## src/rtl/vl_trunc_pkg.sv

```systemverilog
package vl_trunc_pkg;
  typedef enum logic {
    MODE_MEMFAULT = 1'b0,
    MODE_CONDTEST = 1'b1
  } trunc_mode_e;

  typedef struct packed {
    trunc_mode_e mode;
    logic [1:0]  sel;
    logic        inv;
    logic        incl_eff;
    logic        cond_only;
  } trunc_cfg_t;
endpackage

```

## src/rtl/vl_elem_counter.sv

```systemverilog
module vl_elem_counter #(
  parameter int VLW = 7
) (
  input  logic           clk,
  input  logic           rst,
  input  logic           clear,
  input  logic           step,
  input  logic           active,
  input  logic [VLW-1:0] vl,
  output logic [VLW-1:0] idx,
  output logic           last
);
  logic [VLW-1:0] idx_q;

  always_ff @(posedge clk) begin
    if (rst || clear) idx_q <= '0;
    else if (step)    idx_q <= idx_q + 1'b1;
  end

  assign idx  = idx_q;
  assign last = (idx_q + 1'b1) == vl;

  // index stays inside the loop while it runs
  assert_idx_in_range_R9: assert property (@(posedge clk) disable iff (rst)
    active |-> idx_q < vl);
endmodule

```

## src/rtl/vl_cond_test.sv

```systemverilog
module vl_cond_test (
  input  logic [3:0] cond,
  input  logic [1:0] sel,
  input  logic       inv,
  output logic       fail
);
  logic picked;
  always_comb begin
    picked = cond[sel];
    fail   = (picked == inv);
  end
endmodule

```

## src/rtl/vl_decide.sv

```systemverilog
module vl_decide
  import vl_trunc_pkg::*;
#(
  parameter int VLW = 7
) (
  input  trunc_cfg_t     cfg,
  input  logic [VLW-1:0] idx,
  input  logic [VLW-1:0] vl,
  input  logic           last,
  input  logic           fault,
  input  logic           cond_fail,
  output logic           stop,
  output logic [VLW-1:0] nvl,
  output logic           wb,
  output logic           exc
);
  always_comb begin
    stop = last;
    nvl  = vl;
    wb   = 1'b1;
    exc  = 1'b0;
    if (cfg.mode == MODE_MEMFAULT) begin
      if (fault) begin
        stop = 1'b1;
        wb   = 1'b0;
        if (idx == '0) exc = 1'b1;
        else           nvl = idx;
      end
    end else begin
      wb = !cfg.cond_only;
      if (cond_fail) begin
        stop = 1'b1;
        nvl  = idx + {{(VLW-1){1'b0}}, cfg.incl_eff};
        wb   = cfg.incl_eff && !cfg.cond_only;
      end
    end
  end
endmodule

```

## src/rtl/vl_trunc_unit.sv

```systemverilog
module vl_trunc_unit
  import vl_trunc_pkg::*;
#(
  parameter int MAX_VL = 64,
  localparam int VLW   = $clog2(MAX_VL + 1)
) (
  input  logic           clk,
  input  logic           rst,
  input  logic           start,
  input  logic [VLW-1:0] vl_in,
  input  logic           test_mode,
  input  logic [1:0]     bit_sel,
  input  logic           inv,
  input  logic           incl,
  input  logic           rc,
  input  logic           cond_only,
  input  logic           elem_valid,
  input  logic           elem_fault,
  input  logic [3:0]     elem_cond,
  output logic [VLW-1:0] new_vl,
  output logic           stop,
  output logic           wb_en,
  output logic           raise_exc
);
  trunc_cfg_t     cfg_q;
  logic [VLW-1:0] vl_q;
  logic           active_q;
  logic [VLW-1:0] new_vl_q;
  logic           stop_q, wb_q, exc_q;

  logic [VLW-1:0] idx;
  logic           last, cond_fail, accept;
  logic           d_stop, d_wb, d_exc;
  logic [VLW-1:0] d_nvl;

  assign accept = active_q && elem_valid && !start;

  vl_elem_counter #(.VLW(VLW)) u_ctr (
    .clk(clk), .rst(rst), .clear(start), .step(accept),
    .active(active_q), .vl(vl_q), .idx(idx), .last(last)
  );

  vl_cond_test u_test (
    .cond(elem_cond), .sel(cfg_q.sel), .inv(cfg_q.inv), .fail(cond_fail)
  );

  vl_decide #(.VLW(VLW)) u_dec (
    .cfg(cfg_q), .idx(idx), .vl(vl_q), .last(last), .fault(elem_fault),
    .cond_fail(cond_fail), .stop(d_stop), .nvl(d_nvl), .wb(d_wb), .exc(d_exc)
  );

  always_ff @(posedge clk) begin
    if (rst) begin
      cfg_q    <= '0;
      vl_q     <= '0;
      active_q <= 1'b0;
      new_vl_q <= '0;
      stop_q   <= 1'b0;
      wb_q     <= 1'b0;
      exc_q    <= 1'b0;
    end else begin
      stop_q <= 1'b0;
      wb_q   <= 1'b0;
      exc_q  <= 1'b0;
      if (start) begin
        cfg_q.mode      <= trunc_mode_e'(test_mode);
        cfg_q.sel       <= bit_sel;
        cfg_q.inv       <= inv;
        cfg_q.incl_eff  <= incl && !rc;
        cfg_q.cond_only <= cond_only;
        vl_q            <= vl_in;
        if (vl_in == '0) begin
          active_q <= 1'b0;
          stop_q   <= 1'b1;
          new_vl_q <= '0;
        end else begin
          active_q <= 1'b1;
        end
      end else if (accept) begin
        wb_q  <= d_wb;
        exc_q <= d_exc;
        if (d_stop) begin
          stop_q   <= 1'b1;
          new_vl_q <= d_nvl;
          active_q <= 1'b0;
        end
      end
    end
  end

  assign new_vl    = new_vl_q;
  assign stop      = stop_q;
  assign wb_en     = wb_q;
  assign raise_exc = exc_q;

  // memory-fault rule never reports zero for a nonzero loop
  assert_mem_nonzero_R3: assert property (@(posedge clk) disable iff (rst)
    (stop_q && cfg_q.mode == MODE_MEMFAULT && vl_q != '0) |-> new_vl_q != '0);
  // exception keeps the original length and ends the loop
  assert_exc_keeps_vl_R2: assert property (@(posedge clk) disable iff (rst)
    exc_q |-> (stop_q && new_vl_q == vl_q));
  // condition-only stores no results
  assert_no_wb_cond_only_R8: assert property (@(posedge clk) disable iff (rst)
    wb_q |-> !(cfg_q.mode == MODE_CONDTEST && cfg_q.cond_only));
  // truncation never grows the length
  assert_no_growth_R5: assert property (@(posedge clk) disable iff (rst)
    stop_q |-> new_vl_q <= vl_q);
  // stop is a single-cycle pulse
  assert_stop_pulse_R12: assert property (@(posedge clk) disable iff (rst)
    stop_q |=> !stop_q || $past(start));
endmodule

```

## config.mk

```make
export PLATFORM = sky130hd
export DESIGN_NAME = vl_trunc_unit
export DESIGN_NICKNAME = d
export VERILOG_FILES = /design/src/rtl/vl_trunc_pkg.sv /design/src/rtl/vl_elem_counter.sv /design/src/rtl/vl_cond_test.sv /design/src/rtl/vl_decide.sv /design/src/rtl/vl_trunc_unit.sv
export SDC_FILE = /design/constraint.sdc
export NUM_CORES = 1
export LEC_CHECK = 0
export BUFFER_PORTS_ARGS = -buffer_cell sky130_fd_sc_hd__buf_4
export CORE_MARGIN = 10
export CORE_UTILIZATION = 50
export DETAILED_ROUTE_END_ITERATION = 12
export MAX_ROUTING_LAYER = met4
export PLACE_DENSITY = 0.78
export SKIP_CTS_REPAIR_TIMING = 1
export SYNTH_ARGS = -nofsm -noshare
export SYNTH_HDL_FRONTEND = slang
export SYNTH_SLANG_ARGS = --single-unit
```

## constraint.sdc

```tcl
create_clock -name clk -period 2.06 [get_ports clk]
set_input_delay 0 -clock clk [delete_from_list [all_inputs] [get_ports clk]]
set_output_delay 0 -clock clk [all_outputs]
set_load 0.005 [all_outputs]
```

-- After elaboration in Yosys (flattened, before gate mapping)
Index checks and enable logic that the tools add are counted.
- bits in registers: 31
- output and inout bits: 10
- logic and storage cells: 61
- add/subtract/negate cells: 2
- order comparisons: 1
- equality and inequality tests: 3
- muxes and demuxes: 25
- bitwise logic cells: 2
- reduce and logical (&&, ||, !) cells: 16
- operators with widths (kind ; count):
    two-way mux 7 bit ; 8
    two-way mux 1 bit ; 16
    logical NOT 7 bit ; 2
    adder 7 x 1 -> 7 bit ; 1
    adder 7 x 1 -> 7 bit, second input constant ; 1
    == test 7 bit ; 1
    OR reduction 5 bit ; 1
    logical AND 1 bit ; 4
    nonzero test 2 bit ; 2
    logical NOT 1 bit ; 3
    < comparator 2 x 3 -> 1 bit, second input constant ; 1
    AND reduction 3 bit ; 1
    OR reduction 3 bit ; 1
    binary-select mux 1 bit (select 2 bit) ; 1
    inequality test 2 x 1 -> 1 bit, second input constant ; 1
    inverter 1 bit ; 2
    AND reduction 2 bit ; 1
    == test 1 bit ; 1
    logical OR 1 bit ; 1

-- Logic depth before layout (Yosys ltp)
Gate-level depths: netlist of run 1.
- word-level depth: 8
- depth in mapped cells: 8

-- By module
From an unflattened synthesis of run 1, not the netlist that was laid out.
- cells, all modules: 199
- area total of the unflattened synthesis: 1851.8 um^2
- modules (own cells, without submodules) (module ; times used ; cells each ; area each (um^2)):
    vl_trunc_unit ; 1 ; 92 ; 1012.2
    vl_elem_counter ; 1 ; 55 ; 454.2
    vl_decide ; 1 ; 50 ; 354.1
    vl_cond_test ; 1 ; 2 ; 31.3

-- Worst setup path after synthesis of run 1
No wires, ideal clock.
- path kind: reg2reg
- from: register u_ctr.idx_q[0] (netlist: u_ctr.idx[0])
- to: register new_vl_q[0] (netlist: new_vl[0])
- setup time: 0.117 ns
- data arrival time: 2.045 ns
- required time: 1.943 ns
- slack: -0.101 ns
- stages on the path, launching flop included: 9
- buffers on the path: 0
- clock period less this slack: 2.161 ns
- path through: dfxtp_1 -> inv_1 -> ha_1 -> or4b_2 -> o21ai_2 -> nor2_1 -> a32o_1 -> a21o_1 -> a22o_1
- cells in the longest elaborated chain, start to end: 7
- RTL lines (what ; RTL line ; text):
    from (decl) ; vl_elem_counter.sv:13 ; logic [VLW-1:0] idx_q;
    from (signal assigned) ; vl_elem_counter.sv:17 ; else if (step) idx_q <= idx_q + 1'b1;
    branches (longest 7 deep; another with adder 7 x 1 -> 7 bit) ; -- ;
    to (signal assigned) ; vl_trunc_unit.sv:84 ; new_vl_q <= d_nvl;
    to (decl) ; vl_trunc_unit.sv:28 ; logic [VLW-1:0] new_vl_q;
Several ways; the timed one is not identified. The select of a mux whose other input is x is not followed.
A chain may end at the register's enable or synchronous reset.

-- Worst setup path in the final report of run 1
- from: register u_ctr.idx_q[1] (netlist: u_ctr.idx[1])
- to: register new_vl_q[0] (netlist: new_vl[0])
The elaborated chain is that of the path after synthesis.

==> results of run 1 <==
## cells by family after synthesis
| group | synth area share [%] |
|---|---|
| and+or+nand+nor | 19.85 |
| AOI/OAI and AO/OA | 18.20 |
| DFF | 34.18 |
| muxes | 11.58 |
| buffers and inverters | 4.755 |
| xor gates and xnor gates | 8.684 |
| adders and majority gates | 2.757 |
## cell usage in the layout (no fill, tap or decap), types with 3 or more instances in the layout
master                          Yosys  final
sky130_fd_sc_hd__a21oi_1            5      5
sky130_fd_sc_hd__nand4_1            3      3
sky130_fd_sc_hd__nand3_1            9      9
sky130_fd_sc_hd__buf_6              1      3
sky130_fd_sc_hd__dfxtp_2            0      3
sky130_fd_sc_hd__xnor2_1           13     13
sky130_fd_sc_hd__xor2_1             5      5
sky130_fd_sc_hd__nand2b_1           4      4
sky130_fd_sc_hd__a32o_1             4      4
sky130_fd_sc_hd__nand2_1           13     12
sky130_fd_sc_hd__mux2i_1           21     20
sky130_fd_sc_hd__dlygate4sd3_1      0     27
sky130_fd_sc_hd__inv_1              8      7
sky130_fd_sc_hd__clkbuf_4           0      5
sky130_fd_sc_hd__a31oi_1            5      3
sky130_fd_sc_hd__or2_2              5      4
sky130_fd_sc_hd__nor2_1            32     31
sky130_fd_sc_hd__o211ai_1           3      3
sky130_fd_sc_hd__dfxtp_1           31     26
sky130_fd_sc_hd__buf_4              0     47
sky130_fd_sc_hd__nor3_1             3      3
## area by class of cell
cell class                 instances  area, sq um
multi-input combinational        156         1191
fill                             223        788.3
timing repair buffer              77        656.9
sequential                        31        631.9
tap                               46        57.56
clock buffer                       5        37.54
inverter                           8        32.53
clock inverter                     3        20.02
## sequential cells by signal (all words and copies together), names as in the netlist
name	cells
active_q	1
cfg_q	6
new_vl	7
raise_exc	1
stop	1
u_ctr.idx	7
vl_q	7
wb_en	1
## metrics by stage
stage          setup TNS [ns]  cells  hold WS, ns  utilization, %
2_1_floorplan        -0.02200    207       0.1075               -
3_3_place_gp         -0.02788    291       0.2349           64.87
3_5_place_dp          -0.1621    291       0.2433           64.87
4_1_cts               -0.3922    299      -0.1364           66.56
5_1_grt              -0.03779    326      0.03207           76.92
6_report                    0    326      0.03073           76.92
## worst max-delay path by stage
| stage | start | to | slack, ns | cells after the start |
|---|---|---|---|---|
| 2_1_floorplan | u_ctr.idx[4] | new_vl[0] | -0.007 | 7 |
| 3_3_place_gp | u_ctr.idx[0] | new_vl[5] | -0.01 | 7 |
| 3_5_place_dp | u_ctr.idx[0] | new_vl[5] | -0.07 | 7 |
| 4_1_cts | u_ctr.idx[0] | new_vl[4] | -0.1 | 7 |
| 5_1_grt | u_ctr.idx[0] | new_vl[2] | -0.01 | 6 |
| 6_report | u_ctr.idx[1] | new_vl[0] | 0.03 | 9 |
## per-layer routing
metal	vias to the layer above	wire length, um	track usage (%)	share of wire, %
met1	893	2213	17.99	41
met5	-	0	-	0
met4	0	142	6.866	2.6
met3	17	319	4.900	5.9
li1	873	-	-	-
met2	68	2739	24.56	51
## power breakdown
group / switching [mW] / internal, mW
logic: 0.132 / 0.156
clock network: 0.235 / 0.130
registers: 0.0224 / 0.616
total: 0.389 / 0.902
## worst max-delay path, cell delays in order, from the launching register on
cell                      delay (ns)
sky130_fd_sc_hd__dfxtp_4        0.38
sky130_fd_sc_hd__buf_4          0.14
sky130_fd_sc_hd__inv_4          0.06
sky130_fd_sc_hd__ha_4           0.12
sky130_fd_sc_hd__or4b_4         0.47
sky130_fd_sc_hd__o21ai_4        0.17
sky130_fd_sc_hd__nor2_2         0.07
sky130_fd_sc_hd__a32o_1         0.20
sky130_fd_sc_hd__a21o_1         0.16
sky130_fd_sc_hd__a22o_1         0.17
==> qor.csv, run 1 <==
stage,metric,value,unit
worst_hold_path,hp-start,incl,
critical_path,worst_r2r_path_depth,9,
synth,post-synth-top-count-cell,sky130_fd_sc_hd__nor2_1,
die,die_outline_area,0.006441,sq mm
synth,post_synthesis_average_cell_area,8.770,sq um
placement,finalWeightedCongestion,0.9500,
synth,post_synth_most_frequent_cells,"sky130_fd_sc_hd__nor2_1, sky130_fd_sc_hd__dfxtp_1, sky130_fd_sc_hd__mux2i_1, sky130_fd_sc_hd__nand2_1, sky130_fd_sc_hd__xnor2_1",
critical_path,critical_path_class,flop to flop,
critical_path,cp-start-kind,flop,
detailed_routing,first_pass_iters,4,
timing,period_share,98.62,%
layout,drive_gt1_share,30.36,%
die,std_cell_rows,21,
clock_network,clk_sinks,31,
power,finalPower,1.292,mW
die,dieWidth,80.26,um
synth,ys.warnings.count,0,
critical_path,reg_to_reg_end,new_vl[0],
clock_network,number_of_h_tree_levels,2,
detailed_routing,drt-total-wl,5414,um
synth,ys_seq_elements,31,
die,start_util,53.15,%
grt,grt_start_max_net_pins,20,
power,p_per_area,491.5,mW/mm^2
critical_path,timing.critical_path.to_type,flop,
worst_hold_path,worstHoldEndpoint,cfg_q[1],
critical_path,timing.critical_path.required,2.31,ns
detailed_routing,post-route-drc-count,0,
timing,fin_skew,0.01284,ns
critical_path,worst_r2r_startpoint,u_ctr.idx[1],
synth,synth-async-reset-ratio,0,%
power,p_leak,1.106,nW
flow_run,max-cap-violations,0,
detailed_routing,vias,1851,
placement,placed_area,0.002216,sq mm
timing,timing_worst_slew_pin_value,0.4628,ns
power,vdd_drop_max,384.5,uV
critical_path,reg2reg_slack,0.03,ns
timing,report.final.hold_viol_count,0,
timing,finalMaxSlewViolations,0,
grt,overflow,0,
critical_path,cp_max_fo,3,
worst_hold_path,min-delay-path-class,input pin to flop,
synth,postSynthNetCount,234,
detailed_routing,vias_per_cell,5.678,
synth,ys_types,43,
clock_network,tritoncts,done,
synth,synth_area,0.001815,sq mm
clock_network,worstSkewPairLatency,0.36,ns
grt,grtUsageTotal,15.67,%
grt,number_of_global_route_vias_before_repair,1643,
layout,num_antenna_cells,0,
grt,number_of_antenna_violations_at_the_first_check_in_global_routing,0,
timing,setup_slack_of_the_critical_path_after_layout,0.02843,ns
die,num_io_pins,33,
die,die_height,80.26,um
clock_network,tritoncts.num_buffers,5,
synth,yosysSeqAreaShare,34.18,%
die,floorplan.core_area,0.003416,sq mm
timing,unrepaired_setup_endpoints_after_global_routing,yes,
placement,pre_cts_slack,-0.07088,ns
clock_network,clk_transition_reported_paths,0.11,ns
detailed_routing,initialDrtViolationCount,143,
placement,io_buffer_count,32,
synth,synth_top_cells_by_area,"sky130_fd_sc_hd__dfxtp_1, sky130_fd_sc_hd__mux2i_1, sky130_fd_sc_hd__nor2_1",
timing,post_route_minimum_period,2.032,ns
synth,synth_enable_flop_cells,0,
synth,synth.top_cell.area_share,34.18,%
clock_network,clk_root_buffer_cell,sky130_fd_sc_hd__clkbuf_4,
timing,timing.slew.headroom,69.15,%
worst_hold_path,min_delay_path_depth,5,
critical_path,worst_endpoint_data_arrival_time,2.28,ns
synth,post-synth-top-area-cell,sky130_fd_sc_hd__dfxtp_1,
synth,ys_dominant_reg_cell,sky130_fd_sc_hd__dfxtp_1,
grt,grt_first_pass_wirelength,7783,um
placement,post-dp-hpwl,3683,um
timing,fmax,0.4922,GHz
layout,cell_area_after_layout,0.002628,sq mm
status,outcome,finished clean,
layout,syn_to_final_growth,44.73,%
detailed_routing,detail-route-antenna-nets,0,
detailed_routing,route.detailed.wl_per_inst,16.61,um
layout,finish.net_count,306,
timing,finalSetupViolations,0,
clock_network,cts-root-to-sink-buffers,2,
synth,synthesis.instances,207,
(Power assumes the default switching activity.)
==> run 2, diff against run 1 <==
--- a/config.mk
+++ b/config.mk
@@ -5,12 +5,13 @@
 export SDC_FILE = /design/constraint.sdc
 export NUM_CORES = 1
 export LEC_CHECK = 0
+export ABC_AREA = 1
 export BUFFER_PORTS_ARGS = -buffer_cell sky130_fd_sc_hd__buf_4
 export CORE_MARGIN = 10
 export CORE_UTILIZATION = 50
 export DETAILED_ROUTE_END_ITERATION = 12
 export MAX_ROUTING_LAYER = met4
-export PLACE_DENSITY = 0.78
+export PLACE_DENSITY = 0.77
 export SKIP_CTS_REPAIR_TIMING = 1
 export SYNTH_ARGS = -nofsm -noshare
 export SYNTH_HDL_FRONTEND = slang
==> qor.csv, run 2 <==
stage,metric,value,unit,change
status,outcome,"finished, violations left",,was finished clean
status,violations,hold timing,,
synth,yosysSeqAreaShare,33.04,%,was 34.18%
synth,synth-async-reset-ratio,0,%,unchanged
critical_path,critical-path-top-cell-by-count,sky130_fd_sc_hd__nand2_4,,
timing,fin_setup_tns,0,ns,unchanged
synth,post_synthesis_average_cell_area,6.905,sq um,was 8.770 sq um
critical_path,cp_max_fo,10,,was 3
synth,post-synth-top-area-cell,sky130_fd_sc_hd__dfxtp_1,,unchanged
layout,final_cell_mix,"sky130_fd_sc_hd__nand2_1, sky130_fd_sc_hd__buf_4, sky130_fd_sc_hd__dfxtp_1",,"was sky130_fd_sc_hd__buf_4, sky130_fd_sc_hd__nor2_1, sky130_fd_sc_hd__dlygate4sd3_1"
critical_path,critical_path.cell_chain,buf_4 > ha_1 > nand3_1 > nor2_2 > nand2_1 > nand3_2 > nand2_2 > nor2_4 > nand2_4 > nand2_4 > nand2_4 > nand3_2 > nand2_1 > nor2_2,,was buf_4 > inv_4 > ha_4 > or4b_4 > o21ai_4 > nor2_2 > a32o_1 > a21o_1 > a22o_1
critical_path,reg2reg_slack,0.18,ns,was 0.03 ns
synth,synth_area,0.001878,sq mm,was 0.001815 sq mm
critical_path,reg_to_reg_end,new_vl[5],,was new_vl[0]
critical_path,timing.critical_path.to_type,flop,,unchanged
critical_path,critical_path.slowest_cell,sky130_fd_sc_hd__dfxtp_1,,was sky130_fd_sc_hd__or4b_4
synth,multiplexer_fraction_of_the_synthesized_cell_area,0,%,was 11.58%
timing,timing.slew.headroom,54.59,%,was 69.15%
layout,drive_gt1_share,22.08,%,was 30.36%
timing,report.final.hold_viol_count,1,,was 0
placement,post-dp-hpwl,3851,um,was 3683 um
grt,number_of_global_route_vias_before_repair,1787,,was 1643
power,p_leak,1.100,nW,was 1.106 nW
timing,finalMaxSlewViolations,0,,unchanged
detailed_routing,first_pass_iters,6,,was 4
clock_network,clk_sinks,31,,unchanged
placement,placedCellCount,345,,was 291
die,dieWidth,81.29,um,was 80.26 um
synth,simple_gate_fraction_of_synth_area,34.84,%,was 19.85%
critical_path,cp-start-kind,flop,,unchanged
timing,setup_slack_of_the_critical_path_after_layout,0.1802,ns,was 0.02843 ns
die,start_util,51.69,%,was 53.15%
layout,fin_cells,365,,was 326
layout,syn_to_final_growth,26.25,%,was 44.73%
detailed_routing,vias_per_cell,5.433,,was 5.678
synth,synth_top_cells_by_area,"sky130_fd_sc_hd__dfxtp_1, sky130_fd_sc_hd__nand2_1, sky130_fd_sc_hd__nand3_1",,"was sky130_fd_sc_hd__dfxtp_1, sky130_fd_sc_hd__mux2i_1, sky130_fd_sc_hd__nor2_1"
synth,ys_dominant_reg_cell,sky130_fd_sc_hd__dfxtp_1,,unchanged
timing,period_share,91.25,%,was 98.62%
synth,post-synth-top-count-cell,sky130_fd_sc_hd__nand2_1,,was sky130_fd_sc_hd__nor2_1
power,vdd_drop_max,417.2,uV,was 384.5 uV
timing,finalSetupViolations,0,,unchanged
placement,pre_cts_slack,0.1950,ns,was -0.07088 ns
critical_path,endpoint,new_vl[5],,was new_vl[0]
die,floorplan.core_area,0.003633,sq mm,was 0.003416 sq mm
synth,ys_seq_elements,31,,unchanged
timing,unrepaired_setup_endpoints_after_global_routing,no,,was yes
die,num_io_pins,33,,unchanged
clock_network,number_of_h_tree_levels,2,,unchanged
synth,synth.top_cell.area_share,33.04,%,was 34.18%
timing,fin_hold_ws,-0.02609,ns,was 0.03073 ns
clock_network,tritoncts.num_buffers,5,,unchanged
timing,timing_worst_slew_pin_value,0.6803,ns,was 0.4628 ns
critical_path,worst_endpoint_data_arrival_time,2.11,ns,was 2.28 ns
layout,layout.cells.most_common,sky130_fd_sc_hd__nand2_1,,was sky130_fd_sc_hd__buf_4
layout,utilization,65.25,%,was 76.92%
clock_network,clk_transition_reported_paths,0.07,ns,was 0.11 ns
synth,ys.warnings.count,0,,unchanged
synth,synthAdderAreaFrac,2.665,%,was 2.757%
flow_run,max-cap-violations,0,,unchanged
detailed_routing,drt-total-wl,5172,um,was 5414 um
synth,synth-compound-area-share,15.86,%,was 18.19%
synth,postSynthNetCount,299,,was 234
timing,fmax,0.5320,GHz,was 0.4922 GHz
synth,post_synth_most_frequent_cells,"sky130_fd_sc_hd__nand2_1, sky130_fd_sc_hd__dfxtp_1, sky130_fd_sc_hd__nand3_1, sky130_fd_sc_hd__inv_1, sky130_fd_sc_hd__o21ai_0",,"was sky130_fd_sc_hd__nor2_1, sky130_fd_sc_hd__dfxtp_1, sky130_fd_sc_hd__mux2i_1, sky130_fd_sc_hd__nand2_1, sky130_fd_sc_hd__xnor2_1"
synth,synth_top_family_by_area,simple AND/OR/NAND/NOR gates,,unchanged
critical_path,worst_r2r_startpoint,u_ctr.idx[1],,unchanged
clock_network,tritoncts,done,,unchanged
grt,grtUsageTotal,16.18,%,was 15.67%
grt,number_of_antenna_violations_at_the_first_check_in_global_routing,0,,unchanged
grt,grt_start_max_net_pins,25,,was 20
synth,synthesis.instances,272,,was 207
critical_path,worst_r2r_path_depth,14,,was 9
power,p_per_area,581.8,mW/mm^2,was 491.5 mW/mm^2
placement,finalWeightedCongestion,0.9145,,was 0.9500
power,finalPower,1.379,mW,was 1.292 mW
detailed_routing,initialDrtViolationCount,186,,was 143
placement,io_buffer_count,32,,unchanged
die,die_outline_area,0.006607,sq mm,was 0.006441 sq mm
die,die_height,81.29,um,was 80.26 um
synth,ys_types,32,,was 43
synth,synth_enable_flop_cells,0,,unchanged
layout,finish.net_count,344,,was 306
critical_path,crit_path_max_incr_delay,0.33,ns,was 0.47 ns
clock_network,cts-root-to-sink-buffers,2,,unchanged
die,std_cell_rows,22,,was 21
critical_path,critical_path_class,flop to flop,,unchanged
critical_path,timing.critical_path.required,2.29,ns,was 2.31 ns
critical_path,worstSetupStartpoint,u_ctr.idx[1],,unchanged
detailed_routing,detail-route-antenna-nets,0,,unchanged
detailed_routing,vias,1983,,was 1851
layout,num_antenna_cells,0,,unchanged
worst_hold_path,min-delay-path-class,input pin to flop,,unchanged
timing,fin_skew,0.008417,ns,was 0.01284 ns
synth,xor_xnor_fraction_of_synth_area,3.264,%,was 8.684%
detailed_routing,route.detailed.wl_per_inst,14.17,um,was 16.61 um
timing,post_route_minimum_period,1.880,ns,was 2.032 ns
detailed_routing,post-route-drc-count,0,,unchanged
grt,grt_first_pass_wirelength,8155,um,was 7783 um
clock_network,worstSkewPairLatency,0.29,ns,was 0.36 ns
grt,overflow,0,,unchanged
clock_network,clk_root_buffer_cell,sky130_fd_sc_hd__clkbuf_8,,was sky130_fd_sc_hd__clkbuf_4
run 2: cells by family (layout without fill, tap and decap cells):
group | after synthesis | after routing
xor gates and xnor gates | 7 | 7
DFF | 31 | 31
adders and majority gates | 4 | 4
and+or+nand+nor | 134 | 134
buffers and inverters | 46 | 91
AOI/OAI and AO/OA | 50 | 50
run 2: how the worst min path moves through the flow:
stage | depth (start not counted) | startpoint | slack [ns] | to
floorplan | 1 | rst | 0.07 | stop
global placement | 2 | rc | 0.19 | cfg_q[1]
detailed placement | 2 | rc | 0.19 | cfg_q[1]
CTS | 2 | rc | -0.11 | cfg_q[1]
global route | 3 | vl_in[4] | 0.0006 | vl_q[4]
finish | 3 | vl_in[4] | -0.03 | vl_q[4]
run 2: power breakdown:
part	switching (mW)	leakage [nW]	internal [mW]
registers	0.0179	0.253	0.621
logic	0.142	0.800	0.108
clock network	0.229	0.0470	0.262
total	0.389	1.10	0.991
run 2: worst max-delay path, delay by kind of cell, from the launching register on:
family,cells,cell delay [ns]
flops,1,0.33
fa+ha+maj,1,0.20
buf+inv,1,0.15
simple gates,12,1.12
run 2: area by class of cell:
cell class / instances / area, sq um
Timing Repair Buffer: 51 / 415.4
Multi-Input combinational cell: 195 / 1064
Clock inverter: 1 / 5.005
Sequential cell: 31 / 620.6
Tap cell: 48 / 60.06
Clock buffer: 6 / 82.58
Inverter: 33 / 123.9
Fill cell: 326 / 1262
run 2: layer usage:
layer | share of wire [%] | track usage (%)
met4 | 2.7 | 6.055
met3 | 8.3 | 4.857
met2 | 47 | 25.12
met1 | 42 | 19.24
met5 | 0 | -
run 2: through the flow:
step	hold slack [ns]	area (sq um)
4_1_cts	-0.1139	2241
3_5_place_dp	0.1931	2153
6_report	-0.02609	2371
5_1_grt	0.0006126	2371
3_3_place_gp	0.1867	2153
2_1_floorplan	0.06907	1878
